--- src/rtl/dma_chan_regs_pkg.sv ---
package dma_chan_regs_pkg;

    localparam int DW     = 32;
    localparam int STRB_W = DW / 8;

    // control word bit positions
    localparam int CB_RUN  = 0;
    localparam int CB_ONE  = 1;
    localparam int CB_SRST = 2;
    localparam int CB_EN0  = 12;   // enables at 12 (ioc), 13 (dly), 14 (err)

    // status word bit positions
    localparam int SB_HALT = 0;
    localparam int SB_IDLE = 1;
    localparam int SB_SLV  = 5;
    localparam int SB_DEC  = 6;
    localparam int SB_FLG0 = 12;   // flags at 12 (ioc), 13 (dly), 14 (err)

    localparam int NUM_IRQ = 3;
    localparam int IRQ_IOC = 0;
    localparam int IRQ_DLY = 1;
    localparam int IRQ_ERR = 2;

    typedef enum logic [1:0] {
        S_HALTED,
        S_RUNNING,
        S_STOPPING,
        S_RESETTING
    } chan_state_e;

    typedef enum logic { WR_IDLE, WR_RESP } wr_state_e;
    typedef enum logic { RD_IDLE, RD_DATA } rd_state_e;

    typedef struct packed {
        logic               run;
        logic               srst;
        logic [NUM_IRQ-1:0] irq_en;
    } ctrl_t;

    typedef struct packed {
        logic               idle;
        logic               slv_err;
        logic               dec_err;
        logic [NUM_IRQ-1:0] flag;
    } stat_t;

    localparam ctrl_t CTRL_RESET = '0;
    localparam stat_t STAT_RESET = '0;

endpackage

--- src/rtl/dcr_axil_port.sv ---
module dcr_axil_port
    import dma_chan_regs_pkg::*;
#(
    parameter int ADDR_W = 6
) (
    input  logic              clk,
    input  logic              rst_n,
    input  logic [ADDR_W-1:0] awaddr,
    input  logic              awvalid,
    output logic              awready,
    input  logic [DW-1:0]     wdata,
    input  logic              wvalid,
    output logic              wready,
    output logic [1:0]        bresp,
    output logic              bvalid,
    input  logic              bready,
    input  logic [ADDR_W-1:0] araddr,
    input  logic              arvalid,
    output logic              arready,
    output logic [DW-1:0]     rdata,
    output logic [1:0]        rresp,
    output logic              rvalid,
    input  logic              rready,
    input  logic [DW-1:0]     rd_word,
    output logic              wr_en,
    output logic [ADDR_W-1:0] wr_addr,
    output logic [DW-1:0]     wr_data,
    output logic [ADDR_W-1:0] rd_addr
);

    wr_state_e wr_q, wr_d;
    rd_state_e rd_q, rd_d;
    logic      wr_take, rd_take;

    // state registers
    always_ff @(posedge clk) begin
        if (!rst_n) begin
            wr_q <= WR_IDLE;
            rd_q <= RD_IDLE;
        end else begin
            wr_q <= wr_d;
            rd_q <= rd_d;
        end
    end

    // next state and outputs
    always_comb begin
        wr_d    = wr_q;
        rd_d    = rd_q;
        wr_take = 1'b0;
        rd_take = 1'b0;
        awready = 1'b0;
        wready  = 1'b0;
        bvalid  = 1'b0;
        arready = 1'b0;
        rvalid  = 1'b0;
        unique case (wr_q)
            WR_IDLE: begin
                wr_take = awvalid && wvalid;
                awready = wr_take;
                wready  = wr_take;
                if (wr_take) wr_d = WR_RESP;
            end
            WR_RESP: begin
                bvalid = 1'b1;
                if (bready) wr_d = WR_IDLE;
            end
        endcase
        unique case (rd_q)
            RD_IDLE: begin
                arready = 1'b1;
                rd_take = arvalid;
                if (arvalid) rd_d = RD_DATA;
            end
            RD_DATA: begin
                rvalid = 1'b1;
                if (rready) rd_d = RD_IDLE;
            end
        endcase
    end

    // read data capture
    always_ff @(posedge clk) begin
        if (!rst_n)       rdata <= '0;
        else if (rd_take) rdata <= rd_word;
    end

    assign bresp   = 2'b00;
    assign rresp   = 2'b00;
    assign wr_en   = wr_take;
    assign wr_addr = awaddr;
    assign wr_data = wdata;
    assign rd_addr = araddr;

endmodule

--- src/rtl/dcr_chan_fsm.sv ---
module dcr_chan_fsm
    import dma_chan_regs_pkg::*;
(
    input  logic        clk,
    input  logic        rst_n,
    input  logic        run,
    input  logic        srst,
    input  logic        dp_stopped,
    input  logic        dp_reset_done,
    output chan_state_e state,
    output logic        halted,
    output logic        clr_all
);

    chan_state_e state_d;

    always_ff @(posedge clk) begin
        if (!rst_n) state <= S_HALTED;
        else        state <= state_d;
    end

    always_comb begin
        state_d = state;
        clr_all = 1'b0;
        unique case (state)
            S_HALTED: begin
                if (srst)     state_d = S_RESETTING;
                else if (run) state_d = S_RUNNING;
            end
            S_RUNNING: begin
                if (srst)      state_d = S_RESETTING;
                else if (!run) state_d = S_STOPPING;
            end
            S_STOPPING: begin
                if (srst)            state_d = S_RESETTING;
                else if (dp_stopped) state_d = S_HALTED;
            end
            S_RESETTING: begin
                if (dp_reset_done) begin
                    state_d = S_HALTED;
                    clr_all = 1'b1;
                end
            end
        endcase
    end

    assign halted = (state == S_HALTED);

endmodule

--- src/rtl/dcr_reg_file.sv ---
module dcr_reg_file
    import dma_chan_regs_pkg::*;
#(
    parameter int              ADDR_W   = 6,
    parameter logic [ADDR_W-1:0] CTRL_OFS = 'h00,
    parameter logic [ADDR_W-1:0] STAT_OFS = 'h04
) (
    input  logic              clk,
    input  logic              rst_n,
    input  logic              clr_all,
    input  chan_state_e       state,
    input  logic              wr_en,
    input  logic [ADDR_W-1:0] wr_addr,
    input  logic [DW-1:0]     wr_data,
    input  logic [ADDR_W-1:0] rd_addr,
    input  logic              ev_ioc,
    input  logic              ev_dly,
    input  logic              dp_slv_err,
    input  logic              dp_dec_err,
    input  logic              dp_xfer_start,
    input  logic              dp_xfer_done,
    output ctrl_t             ctrl,
    output logic [DW-1:0]     rd_word,
    output logic              irq
);

    stat_t              stat;
    logic               ctrl_wr, stat_wr, err_any, live;
    logic [NUM_IRQ-1:0] ev_vec, w1c;
    logic [DW-1:0]      ctrl_word, stat_word;
    logic               unused_wdata;

    assign live    = !ctrl.srst;
    assign ctrl_wr = wr_en && (wr_addr == CTRL_OFS) && live;
    assign stat_wr = wr_en && (wr_addr == STAT_OFS);
    assign err_any = live && (dp_slv_err || dp_dec_err);
    assign w1c     = stat_wr ? wr_data[SB_FLG0 +: NUM_IRQ] : '0;

    always_comb begin
        ev_vec          = '0;
        ev_vec[IRQ_IOC] = live && ev_ioc;
        ev_vec[IRQ_DLY] = live && ev_dly;
        ev_vec[IRQ_ERR] = err_any;
    end

    always_ff @(posedge clk) begin
        if (!rst_n || clr_all) begin
            ctrl <= CTRL_RESET;
            stat <= STAT_RESET;
        end else begin
            if (ctrl_wr) begin
                ctrl.run    <= wr_data[CB_RUN];
                ctrl.srst   <= wr_data[CB_SRST];
                ctrl.irq_en <= wr_data[CB_EN0 +: NUM_IRQ];
            end
            if (err_any) ctrl.run <= 1'b0;   // hardware stop wins
            stat.flag <= (stat.flag & ~w1c) | ev_vec;
            if (live && dp_slv_err) stat.slv_err <= 1'b1;
            if (live && dp_dec_err) stat.dec_err <= 1'b1;
            if (state == S_HALTED || state == S_RESETTING)
                stat.idle <= 1'b0;
            else if (dp_xfer_start)
                stat.idle <= 1'b0;
            else if (dp_xfer_done)
                stat.idle <= 1'b1;
        end
    end

    always_comb begin
        ctrl_word                        = '0;
        ctrl_word[CB_RUN]                = ctrl.run;
        ctrl_word[CB_ONE]                = 1'b1;
        ctrl_word[CB_SRST]               = ctrl.srst;
        ctrl_word[CB_EN0 +: NUM_IRQ]     = ctrl.irq_en;
        stat_word                        = '0;
        stat_word[SB_HALT]               = (state == S_HALTED);
        stat_word[SB_IDLE]               = stat.idle;
        stat_word[SB_SLV]                = stat.slv_err;
        stat_word[SB_DEC]                = stat.dec_err;
        stat_word[SB_FLG0 +: NUM_IRQ]    = stat.flag;
        if (rd_addr == CTRL_OFS)      rd_word = ctrl_word;
        else if (rd_addr == STAT_OFS) rd_word = stat_word;
        else                          rd_word = '0;
    end

    assign irq          = |(stat.flag & ctrl.irq_en);
    assign unused_wdata = ^wr_data;

endmodule

--- src/rtl/dma_chan_regs.sv ---
module dma_chan_regs
    import dma_chan_regs_pkg::*;
#(
    parameter int ADDR_W = 6
) (
    input  logic              clk,
    input  logic              rst_n,
    input  logic [ADDR_W-1:0] awaddr,
    input  logic              awvalid,
    output logic              awready,
    input  logic [31:0]       wdata,
    input  logic [3:0]        wstrb,
    input  logic              wvalid,
    output logic              wready,
    output logic [1:0]        bresp,
    output logic              bvalid,
    input  logic              bready,
    input  logic [ADDR_W-1:0] araddr,
    input  logic              arvalid,
    output logic              arready,
    output logic [31:0]       rdata,
    output logic [1:0]        rresp,
    output logic              rvalid,
    input  logic              rready,
    output logic              run_req,
    output logic              soft_rst_req,
    input  logic              dp_stopped,
    input  logic              dp_reset_done,
    input  logic              dp_xfer_start,
    input  logic              dp_xfer_done,
    input  logic              dp_slv_err,
    input  logic              dp_dec_err,
    input  logic              ev_ioc,
    input  logic              ev_dly,
    output logic              irq
);

    localparam logic [ADDR_W-1:0] CTRL_OFS = ADDR_W'(0);
    localparam logic [ADDR_W-1:0] STAT_OFS = ADDR_W'(4);

    ctrl_t              ctrl_q;
    chan_state_e        chan_state;
    logic               chan_halted, clr_all, wr_en;
    logic [ADDR_W-1:0]  wr_addr, rd_addr;
    logic [DW-1:0]      wr_data, rd_word;
    logic [NUM_IRQ-1:0] irq_en_w;
    logic               unused_strb;

    dcr_axil_port #(.ADDR_W(ADDR_W)) u_port (
        .clk(clk), .rst_n(rst_n),
        .awaddr(awaddr), .awvalid(awvalid), .awready(awready),
        .wdata(wdata), .wvalid(wvalid), .wready(wready),
        .bresp(bresp), .bvalid(bvalid), .bready(bready),
        .araddr(araddr), .arvalid(arvalid), .arready(arready),
        .rdata(rdata), .rresp(rresp), .rvalid(rvalid), .rready(rready),
        .rd_word(rd_word), .wr_en(wr_en), .wr_addr(wr_addr),
        .wr_data(wr_data), .rd_addr(rd_addr)
    );

    dcr_chan_fsm u_fsm (
        .clk(clk), .rst_n(rst_n),
        .run(ctrl_q.run), .srst(ctrl_q.srst),
        .dp_stopped(dp_stopped), .dp_reset_done(dp_reset_done),
        .state(chan_state), .halted(chan_halted), .clr_all(clr_all)
    );

    dcr_reg_file #(
        .ADDR_W(ADDR_W), .CTRL_OFS(CTRL_OFS), .STAT_OFS(STAT_OFS)
    ) u_regs (
        .clk(clk), .rst_n(rst_n), .clr_all(clr_all), .state(chan_state),
        .wr_en(wr_en), .wr_addr(wr_addr), .wr_data(wr_data),
        .rd_addr(rd_addr), .ev_ioc(ev_ioc), .ev_dly(ev_dly),
        .dp_slv_err(dp_slv_err), .dp_dec_err(dp_dec_err),
        .dp_xfer_start(dp_xfer_start), .dp_xfer_done(dp_xfer_done),
        .ctrl(ctrl_q), .rd_word(rd_word), .irq(irq)
    );

    assign run_req      = ctrl_q.run;
    assign soft_rst_req = ctrl_q.srst;
    assign irq_en_w     = ctrl_q.irq_en;
    assign unused_strb  = ^wstrb;   // strobes do not qualify writes

endmodule

--- config.mk ---
export PLATFORM = sky130hd
export DESIGN_NAME = dma_chan_regs
export DESIGN_NICKNAME = d
export VERILOG_FILES = /design/src/rtl/dma_chan_regs_pkg.sv /design/src/rtl/dcr_axil_port.sv /design/src/rtl/dcr_chan_fsm.sv /design/src/rtl/dcr_reg_file.sv /design/src/rtl/dma_chan_regs.sv
export SDC_FILE = /design/constraint.sdc
export NUM_CORES = 1
export LEC_CHECK = 0
export ABC_AREA = 1
export BUFFER_PORTS_ARGS = -buffer_cell sky130_fd_sc_hd__buf_2
export CORE_MARGIN = 2
export CORE_UTILIZATION = 42
export CTS_BUF_LIST = sky130_fd_sc_hd__clkbuf_4
export CTS_CLUSTER_SIZE = 20
export DETAILED_ROUTE_END_ITERATION = 10
export PLACE_DENSITY = 0.83
export SETUP_SLACK_MARGIN = 0.02
export SLEW_MARGIN = 30
export SYNTH_ARGS = -nofsm -noshare
export SYNTH_HDL_FRONTEND = slang
export SYNTH_SLANG_ARGS = --single-unit
--- constraint.sdc ---
create_clock -name clk -period 1.3 [get_ports clk]
set_input_delay 0.065 -clock clk [delete_from_list [all_inputs] [get_ports clk]]
set_output_delay 0.065 -clock clk [all_outputs]
set_load 0.01 [all_outputs]
==> out/metrics.csv <==
stage,metric,value,unit
status,status,"finished, final reports clean",
detailed_routing,detail_route.drc_violations,0,
logic_synthesis,postSynthRegisterBits,23,
detailed_routing,routed-via-count,1268,
cts,tritoncts_sink_count,23,
power,p_seq_frac,0.487,
power,net-switching-power,0.000581,W
finish,syn_to_final_growth,15.9,%
finish,post-route-util,0.511,
grt,grt_antenna_before_repair,0,
grt,grt_overflow,0,
logic_synthesis,synth_simple_gate_area_frac,0.340,
floorplan,num_io_pins,107,
cts,num_cts_buffers,3,
timing,report.final.slew_viol_count,0,
logic_synthesis,synthDistinctLibCells,27,
timing,fin_crit_sh,0.953,
logic_synthesis,post_synth_mux_area_share,0,
finish,finalNetCount,324,
place,dpl_cell_area,1640,um^2
cts,root_buf_cell,sky130_fd_sc_hd__clkbuf_4,
timing,max_freq,808,MHz
floorplan,floorplan.die.height,63.2,um
setup_path,start_kind,flip-flop,
grt,first_global_vias,1101,
timing,finalClockSkew,3.11,ps
floorplan,floorplan.die_area,3990,um^2
grt,largest_net_degree_at_the_start_of_global_routing,15,
setup_path,end_kind,flip-flop,
timing,setup_repair_after_global_routing_missed_its_margin,false,
timing,finalSetupViolations,0,
logic_synthesis,synth.yosys.seq_area_share,0.313,
finish,multi_input_area,786,um^2
finish,n_fill_cell,372,
place,io_buffer_count,47,
timing,setup_total_negative_slack,0,ps
floorplan,die_width,63.2,um
power,leakagePower,0.926,nW
cts,clock_path_buffers,2,
logic_synthesis,synth_top_family_by_area,simple AND/OR/NAND/NOR gates,
finish,drive_gt1_frac,0.310,
cts,cts_setup_buffers,0,
logic_synthesis,syn-cell-area,1470,um^2
floorplan,total_core_area,3340,um^2
power,share_comb_of_total_power,0.316,
power,p_sw_frac,0.339,
place,globalplace.congestion,0.792,
cts,cts_tree,built,
timing,final_period_minus_worst_setup_slack,1240,ps
logic_synthesis,netlist_instances,204,
finish,seq_area,465,um^2
setup_path,required_time_at_the_endpoint_of_the_critical_path,1500,ps
logic_synthesis,synth_compound_area_frac,0.0783,
floorplan,num_rows,21,
logic_synthesis,synth.avg_cell_area,7.21,um^2
finish,antenna_cells_inserted,0,
finish,fin_area,1700,um^2
place,hpwl,2.23,mm
setup_path,path_class,flip-flop to flip-flop,
power,maximum_ir_drop_on_the_vdd_rail,0.711,mV
grt,global_route.usage.total,0.141,
cts,worst_setup_hold_path_clk_slew,110,ps
logic_synthesis,yosys.area_share.xor_xnor,0,
detailed_routing,detailedRoute.firstPassIterationCount,4,
finish,layout.cells.non_filler,301,
detailed_routing,drt_first_iter_violations,25,
cts,clock_tree.htree_level_count,1,
place,placed_cells,294,
detailed_routing,route.antenna.remaining_nets,0,
setup_path,worst-endpoint-arrival,1440,ps
setup_path,crit_path_max_fanout,6,
detailed_routing,total_length_of_routed_wires,2.79,mm
detailed_routing,avgRoutedWirePerCell,9.26,um
grt,global_route_wire_length_before_repair,4.56,mm
cts,clkLatencyLatePin,300,ps
timing,final-hold-violation-count,0,
detailed_routing,viasPerCell,4.21,
job,max_cap_violations,0,
timing,fin_hold_ws,7.51,ps
logic_synthesis,synth-adder-area-share,0.0426,
power,clock_power_share,0.197,
floorplan,floorplan.initialDensity,0.441,
power,power_density,1010,nW/um^2
power,cell_internal_pwr,0.00113,W
logic_synthesis,yosysWarningCount,0,
hold_path,min-delay-path-class,primary input to flip-flop,
==> cell usage after synthesis, drive strengths merged <==
cell type | n | area, um^2
nand2 | 41 | 179
nor2 | 34 | 161
buf | 30 | 229
inv | 26 | 100
dfxtp | 23 | 460
nand3 | 15 | 90.1
a21oi | 12 | 67.6
o21ai | 8 | 40.0
ha | 5 | 62.6
nand4 | 4 | 25.0
nor3 | 2 | 21.3
conb | 1 | 3.75
nand3b | 1 | 7.51
nor4b | 1 | 15.0
o21a | 1 | 7.51
==> path summary, 6_finish.rpt <==
| check | end | cells past startpoint | start | slack [ps] |
|---|---|---|---|---|
| max | u_fsm.state[1] | 7 | u_fsm.state[0] | 60 |
| min | u_regs.stat[0] | 3 | ev_ioc | 8 |
| min reg2reg | u_regs.stat[3] | 2 | u_regs.stat[3] | 480 |
| max reg2reg | u_fsm.state[1] | 7 | u_fsm.state[0] | 60 |
==> cells by family (layout without fill, tap and decap cells) <==
kind of cell	count (synthesis)	count (layout)
buffers and inverters	56	80
flip-flops	23	23
other	1	28
AND/OR/NAND/NOR	98	98
AO/OA/AOI/OAI	21	21
adder cells (fa/ha/maj)	5	5
==> sequential cells by signal, summed over array words and instances (netlist names) <==
signal	count
u_fsm.state	2
u_regs.stat	6
u_port.wr_q	1
u_port.rd_q	1
u_port.rdata	8
u_regs.ctrl	5
==> metrics by stage <==
step / total power [W] / setup WS (ps)
final: 0.00171 / 61.6
after global routing: 0.00183 / 1.53
after CTS: 0.00169 / 31.3
after detailed placement: 0.00135 / 39.8
after global placement: 0.00134 / 71.1
after floorplan: 0.00127 / 163
==> layout by cell type, fill, tap and decap left out, types with 2 or more instances in the layout <==
cell	n
sky130_fd_sc_hd__dlygate4sd3_1	3
sky130_fd_sc_hd__a21oi_2	3
sky130_fd_sc_hd__dfxtp_1	21
sky130_fd_sc_hd__conb_1	28
sky130_fd_sc_hd__ha_1	5
sky130_fd_sc_hd__clkbuf_4	4
sky130_fd_sc_hd__a21oi_1	9
sky130_fd_sc_hd__nor2_4	2
sky130_fd_sc_hd__nand4_1	4
sky130_fd_sc_hd__nor2_1	30
sky130_fd_sc_hd__inv_1	18
sky130_fd_sc_hd__nand2_4	2
sky130_fd_sc_hd__nand2_1	35
sky130_fd_sc_hd__nand3_1	12
sky130_fd_sc_hd__inv_2	7
sky130_fd_sc_hd__o21ai_1	6
sky130_fd_sc_hd__nand2_2	4
sky130_fd_sc_hd__nand3_2	3
sky130_fd_sc_hd__buf_2	47
sky130_fd_sc_hd__o21ai_0	2
==> repair_timing <==
| action | CTS | global route |
|---|---|---|
| resized for setup | 0 | 4 |
| endpoints found under the hold margin | 2 | 1 |
| setup endpoints to repair | 0 | 5 |
| hold buffers | 2 | 1 |
==> layout make-up <==
type,count,area share
tap,46,0.0338
clock buffer,4,0.0176
sequential,23,0.273
inverter,26,0.0587
multi-input combinational,152,0.461
timing repair buffer,50,0.156
==> worst max-delay path: stages, from the launching register on <==
cell and delay (ps):
sky130_fd_sc_hd__dfxtp_4 380, sky130_fd_sc_hd__inv_1 100, sky130_fd_sc_hd__ha_1 200, sky130_fd_sc_hd__nand2_1 60, sky130_fd_sc_hd__nand2_1 70, sky130_fd_sc_hd__nand2_2 80, sky130_fd_sc_hd__a21oi_1 180, sky130_fd_sc_hd__nor2_1 70
==> routing by layer <==
metal / wire [um] / vias to the layer above / GRT usage
li1: - / 685 / -
met1: 1190 / 521 / 0.170
met2: 1300 / 60 / 0.243
met3: 282 / 2 / 0.0500
met4: 16 / 0 / 0.0250
met5: 0 / - / 0
==> power by group through the flow <==
stage	Clock (W)	Sequential, W	Combinational, W
2_1_floorplan	0	0.000832	0.000441
3_3_place_gp	0	0.000834	0.000503
3_5_place_dp	0	0.000839	0.000510
4_1_cts	0.000352	0.000821	0.000518
5_1_grt	0.000374	0.000843	0.000611
6_report	0.000338	0.000834	0.000542
Note: power is estimated with default switching activity, not from simulation.
